**src/rtl/clampgen_pkg.sv**
```systemverilog
package clampgen_pkg;

    localparam int CG_CNT_W  = 8;
    localparam int CG_SYNC_N = 2;

    typedef enum logic [1:0] {
        CG_IDLE = 2'd0,
        CG_WAIT = 2'd1,
        CG_HOLD = 2'd2
    } cg_state_e;

    function automatic logic cg_apply_pol(input logic lvl, input logic active_high);
        return active_high ? lvl : ~lvl;
    endfunction

endpackage

```
**src/rtl/clampgen_edge.sv**
```systemverilog
module clampgen_edge
    import clampgen_pkg::*;
(
    input  logic clk,
    input  logic rst,
    input  logic hsync_in,
    input  logic hs_pol,
    output logic trail
);
    logic act_now;
    logic act_prev;

    assign act_now = cg_apply_pol(hsync_in, hs_pol);

    always_ff @(posedge clk) begin
        if (rst) act_prev <= 1'b0;
        else     act_prev <= act_now;
    end

    // active level seen last clock, inactive now: end of sync
    assign trail = act_prev & ~act_now;
endmodule

```
**src/rtl/clampgen_timer.sv**
```systemverilog
module clampgen_timer
    import clampgen_pkg::*;
#(
    parameter int W = CG_CNT_W
) (
    input  logic         clk,
    input  logic         rst,
    input  logic         trail,
    input  logic [W-1:0] place,
    input  logic [W-1:0] width,
    output logic         clamp
);
    localparam logic [W-1:0] ONE  = W'(1);
    localparam logic [W-1:0] ZERO = '0;

    cg_state_e    state;
    logic [W-1:0] cnt;
    logic [W-1:0] width_q;

    always_ff @(posedge clk) begin
        if (rst) begin
            state   <= CG_IDLE;
            cnt     <= ZERO;
            width_q <= ZERO;
            clamp   <= 1'b0;
        end else if (trail) begin
            width_q <= width;
            if (width == ZERO) begin
                state <= CG_IDLE;
                cnt   <= ZERO;
                clamp <= 1'b0;
            end else if (place == ZERO) begin
                state <= CG_HOLD;
                cnt   <= width - ONE;
                clamp <= 1'b1;
            end else begin
                state <= CG_WAIT;
                cnt   <= place - ONE;
                clamp <= 1'b0;
            end
        end else begin
            case (state)
                CG_WAIT: begin
                    if (cnt == ZERO) begin
                        state <= CG_HOLD;
                        cnt   <= width_q - ONE;
                        clamp <= 1'b1;
                    end else begin
                        cnt <= cnt - ONE;
                    end
                end
                CG_HOLD: begin
                    if (cnt == ZERO) begin
                        state <= CG_IDLE;
                        clamp <= 1'b0;
                    end else begin
                        cnt <= cnt - ONE;
                    end
                end
                default: begin
                    state <= CG_IDLE;
                    clamp <= 1'b0;
                end
            endcase
        end
    end
endmodule

```
**src/rtl/clampgen_sync.sv**
```systemverilog
module clampgen_sync
    import clampgen_pkg::*;
#(
    parameter int STAGES = CG_SYNC_N
) (
    input  logic clk,
    input  logic rst,
    input  logic d,
    output logic q
);
    logic [STAGES-1:0] chain;

    generate
        for (genvar i = 0; i < STAGES; i++) begin : g_stage
            if (i == 0) begin : g_first
                always_ff @(posedge clk) begin
                    if (rst) chain[0] <= 1'b0;
                    else     chain[0] <= d;
                end
            end else begin : g_next
                always_ff @(posedge clk) begin
                    if (rst) chain[i] <= 1'b0;
                    else     chain[i] <= chain[i-1];
                end
            end
        end
    endgenerate

    assign q = chain[STAGES-1];
endmodule

```
**src/rtl/clampgen_top.sv**
```systemverilog
module clampgen_top
    import clampgen_pkg::*;
#(
    parameter int W      = CG_CNT_W,
    parameter int STAGES = CG_SYNC_N
) (
    input  logic         clk,
    input  logic         rst,
    input  logic         hsync_in,
    input  logic         hs_pol,
    input  logic         ext_mode,
    input  logic         ext_clamp_in,
    input  logic         ext_pol,
    input  logic [W-1:0] placement,
    input  logic [W-1:0] duration,
    output logic         clamp_out
);
    logic trail;
    logic int_clamp;
    logic ext_sync;

    clampgen_edge u_edge (
        .clk      (clk),
        .rst      (rst),
        .hsync_in (hsync_in),
        .hs_pol   (hs_pol),
        .trail    (trail)
    );

    clampgen_timer #(.W(W)) u_timer (
        .clk   (clk),
        .rst   (rst),
        .trail (trail),
        .place (placement),
        .width (duration),
        .clamp (int_clamp)
    );

    clampgen_sync #(.STAGES(STAGES)) u_sync (
        .clk (clk),
        .rst (rst),
        .d   (ext_clamp_in),
        .q   (ext_sync)
    );

    assign clamp_out = ext_mode ? cg_apply_pol(ext_sync, ext_pol) : int_clamp;
endmodule

```
**config.mk**
```make
export PLATFORM = sky130hd
export DESIGN_NAME = clampgen_top
export DESIGN_NICKNAME = d
export VERILOG_FILES = /design/src/rtl/clampgen_pkg.sv /design/src/rtl/clampgen_edge.sv /design/src/rtl/clampgen_timer.sv /design/src/rtl/clampgen_sync.sv /design/src/rtl/clampgen_top.sv
export SDC_FILE = /design/constraint.sdc
export NUM_CORES = 1
export LEC_CHECK = 0
export BUFFER_PORTS_ARGS = -buffer_cell sky130_fd_sc_hd__buf_2
export CORE_MARGIN = 2
export CORE_UTILIZATION = 58
export CTS_BUF_LIST = sky130_fd_sc_hd__clkbuf_2 sky130_fd_sc_hd__clkbuf_4 sky130_fd_sc_hd__clkbuf_8
export CTS_CLUSTER_DIAMETER = 60
export DETAILED_ROUTE_END_ITERATION = 10
export PLACE_DENSITY = 0.81
export SLEW_MARGIN = 20
export SYNTH_ARGS = -nofsm -noshare
export SYNTH_HDL_FRONTEND = slang
export SYNTH_SLANG_ARGS = --single-unit
```
**constraint.sdc**
```tcl
create_clock -name clk -period 2.67 [get_ports clk]
set_input_delay 0.267 -clock clk [delete_from_list [all_inputs] [get_ports clk]]
set_output_delay 0.267 -clock clk [all_outputs]
set_load 0.01 [all_outputs]
```
==> metrics <==
Final Cell Area=1670 µm²; via/cell ratio=6.29; WP data required=2890 ps; Cell variety after synth=49; Max H-tree Level=1; syn_area_per_cell=7.65 µm²; die height=55.1 µm; largest net degree at the start of global routing=22; Worst Path Max Fanout=10; CP Capture Type=flop; PortBufs=23; Peak supply drop=0.000447 V; row count=18; CTS tree=done; syn nets=225; Final Hold Viols=0; placed standard-cell area=1640 µm²; drt initial violations=73; LEAKAGE=0.632 nW; Filler cells=245; Post-Syn Instances=198; DIE AREA=3030 µm²; crit path from=u_timer.cnt[0]$_SDFFE_PP0P_; Total Power=880 µW; Synth Area in Compound Gates=26.5%; Slew HR=62.7%; reg2reg end=u_timer.cnt[6]$_SDFFE_PP0P_; routed wire length=3920 µm; Period Utilization, post-route=79.4%; Critical Path AT=2340 ps; pre-CTS setup slack=261 ps; crit path to=u_timer.cnt[6]$_SDFFE_PP0P_; layout cells sized above 1=17.8%; clk slew on worst S/H paths=120 ps; I/O pin count=24; final setup fails=0; cts hold-fix bufs=0; RSZ-0062 raised after global routing=false; total clock sinks=21; number of detailed-route iterations in the first pass=4; Synth Area in Adders=3.31%; NumNets Final=247; gr usage total=29.5%; Core ar.=2480 µm²; Mapped Area=1510 µm²; worst-skew pair later-pin latency=320 ps; Worst Setup Path Type=reg -> reg; largest family of logic cells by synthesized area=simple AND/OR/NAND/NOR gates; register area share after synthesis=27.8%; fin worst setup slack=551 ps; min Tclk post-route=2120 ps; Simple-Gate Fraction of Synth Area=30.3%; Sum Neg Setup Slack=0 ps; CTS Root Cell=clkbuf_4; most frequent cells in the layout=nand2_1, buf_2, a21oi_1, dfxtp_1, nor2_1; vias in the first global route=1369; RR Startpoint=u_timer.cnt[0]$_SDFFE_PP0P_; Starting Density=61.1%; global route overflow=0; Yosys Warn Count=0; most common cell after layout, fill and taps aside=nand2_1; Multi-input gate area=1040 µm²; FF+latch area=420 µm²; area grow syn2layout=10.0%; fraction of registers with async set/reset=0%; Clock Skews=2.93 ps; # diodes=0; Worst Max-Slew Pin Slew=558 ps; first-pass GRT wire length=6340 µm; antenna violations before repair=0; gpl congestion=0.935; Resized cells post-CTS=0; highest clock rate=472 MHz; clk buf depth=2; average routed wire per standard cell=15.7 µm; setup bufs post-CTS=0; worst r2r path cells=7; Synth Area in XOR/XNOR=6.36%; FF-to-FF setup slack=550 ps; Worst Hold Class=in -> reg; total number of vias=1565; mux cell area share after synthesis=2.07%; TritonCTS Buffers=3; register bit total from synthesis=21; Pins Over Slew Limit=0; max-cap viol count=0; main flop type after synthesis=dfxtp_1; Antenna Nets Post-Route=0; Residual DRC=0; Post-synth EDFFs=0; status=finished clean; Die Span X=55.1 µm; power per cell area=528 nW/µm²; Detail Placement HPWL=3060 µm; crit path launch type=flop
[flip-flops by register name, summed over array words and instances, names as in the netlist]
signal,cells
u_sync.q,1
u_edge.act_prev,1
u_timer.width_q,8
u_timer.cnt,8
u_timer.clamp,1
u_sync.chain,1
u_timer.state,1
[metal layers]
layer	vias up	part of all wire, %	GRT usage, %	wire length, µm
met5	-	0	0	0
met4	0	2.8	12.6	111
met3	13	5.1	4.57	198
met2	70	48	49.2	1860
met1	718	45	37.4	1740
li1	764	-	-	-
[cell usage after synthesis, types with 3 or more instances]
cell type	number	area share, %
nand2_1	28	6.9
a21oi_1	21	6.9
dfxtp_1	21	28
nor2_1	18	4.5
o21ai_0	9	3.0
a211oi_1	7	3.5
inv_1	7	1.7
nor3_1	6	2.0
xor2_1	6	3.5
xnor2_1	5	2.9
ha_1	4	3.3
nand2b_1	4	1.7
o21ai_1	4	1.3
a22oi_1	3	1.5
a31oi_1	3	1.2
clkbuf_1	3	0.74
nor2b_1	3	1.2
or4_4	3	2.2
[kinds of logic (layout without fill, tap and decap cells)]
logic type | Yosys count | after routing
AOI/OAI and AO/OA | 64 | 64
muxes | 3 | 3
adders and majority gates | 4 | 4
buffers and inverters | 13 | 34
DFF | 21 | 21
and+or+nand+nor | 82 | 82
xor gates and xnor gates | 11 | 11
[final cells by class]
class / instances / share of cell area [%]
Clock buffer: 3 / 1.35
Clock inverter: 1 / 0.301
Inverter: 7 / 1.58
Multi-Input combinational cell: 164 / 62.4
Sequential cell: 21 / 25.2
Tap cell: 30 / 2.25
Timing Repair Buffer: 23 / 6.91
[where the power goes]
| part | leakage [nW] | switching [mW] | internal [mW] |
|---|---|---|---|
| Combinational | 0.443 | 0.196 | 0.145 |
| Clock | 0.0177 | 0.104 | 0.0561 |
| Sequential | 0.172 | 0.0380 | 0.341 |
[through the flow]
stage               utilization, %  hold slack [ps]  std cells
global placement              66.1              421        245
floorplan                        -              395        198
finish                        67.2              148        249
detailed placement            66.1              459        245
CTS                           67.2              152        249
global route                  67.2              167        249
[how the worst min path moves through the flow]
stage,from,endpoint,cells after the start
floorplan,ext_clamp_in,u_sync.chain[0]$_SDFF_PP0_,1
global placement,u_sync.chain[0]$_SDFF_PP0_,u_sync.q$_SDFF_PP0_,1
detailed placement,u_sync.chain[0]$_SDFF_PP0_,u_sync.q$_SDFF_PP0_,1
CTS,ext_clamp_in,u_sync.chain[0]$_SDFF_PP0_,2
global route,ext_clamp_in,u_sync.chain[0]$_SDFF_PP0_,2
finish,ext_clamp_in,u_sync.chain[0]$_SDFF_PP0_,2
[critical path, stage by stage, from the launching register on]
cell and delay, ps:
dfxtp_1 390, inv_1 100, ha_1 170, nor3b_2 350, nand3_2 280, or3b_1 450
a31oi_1 180, o21ai_1 90
Power figures use the tool's default switching activity.
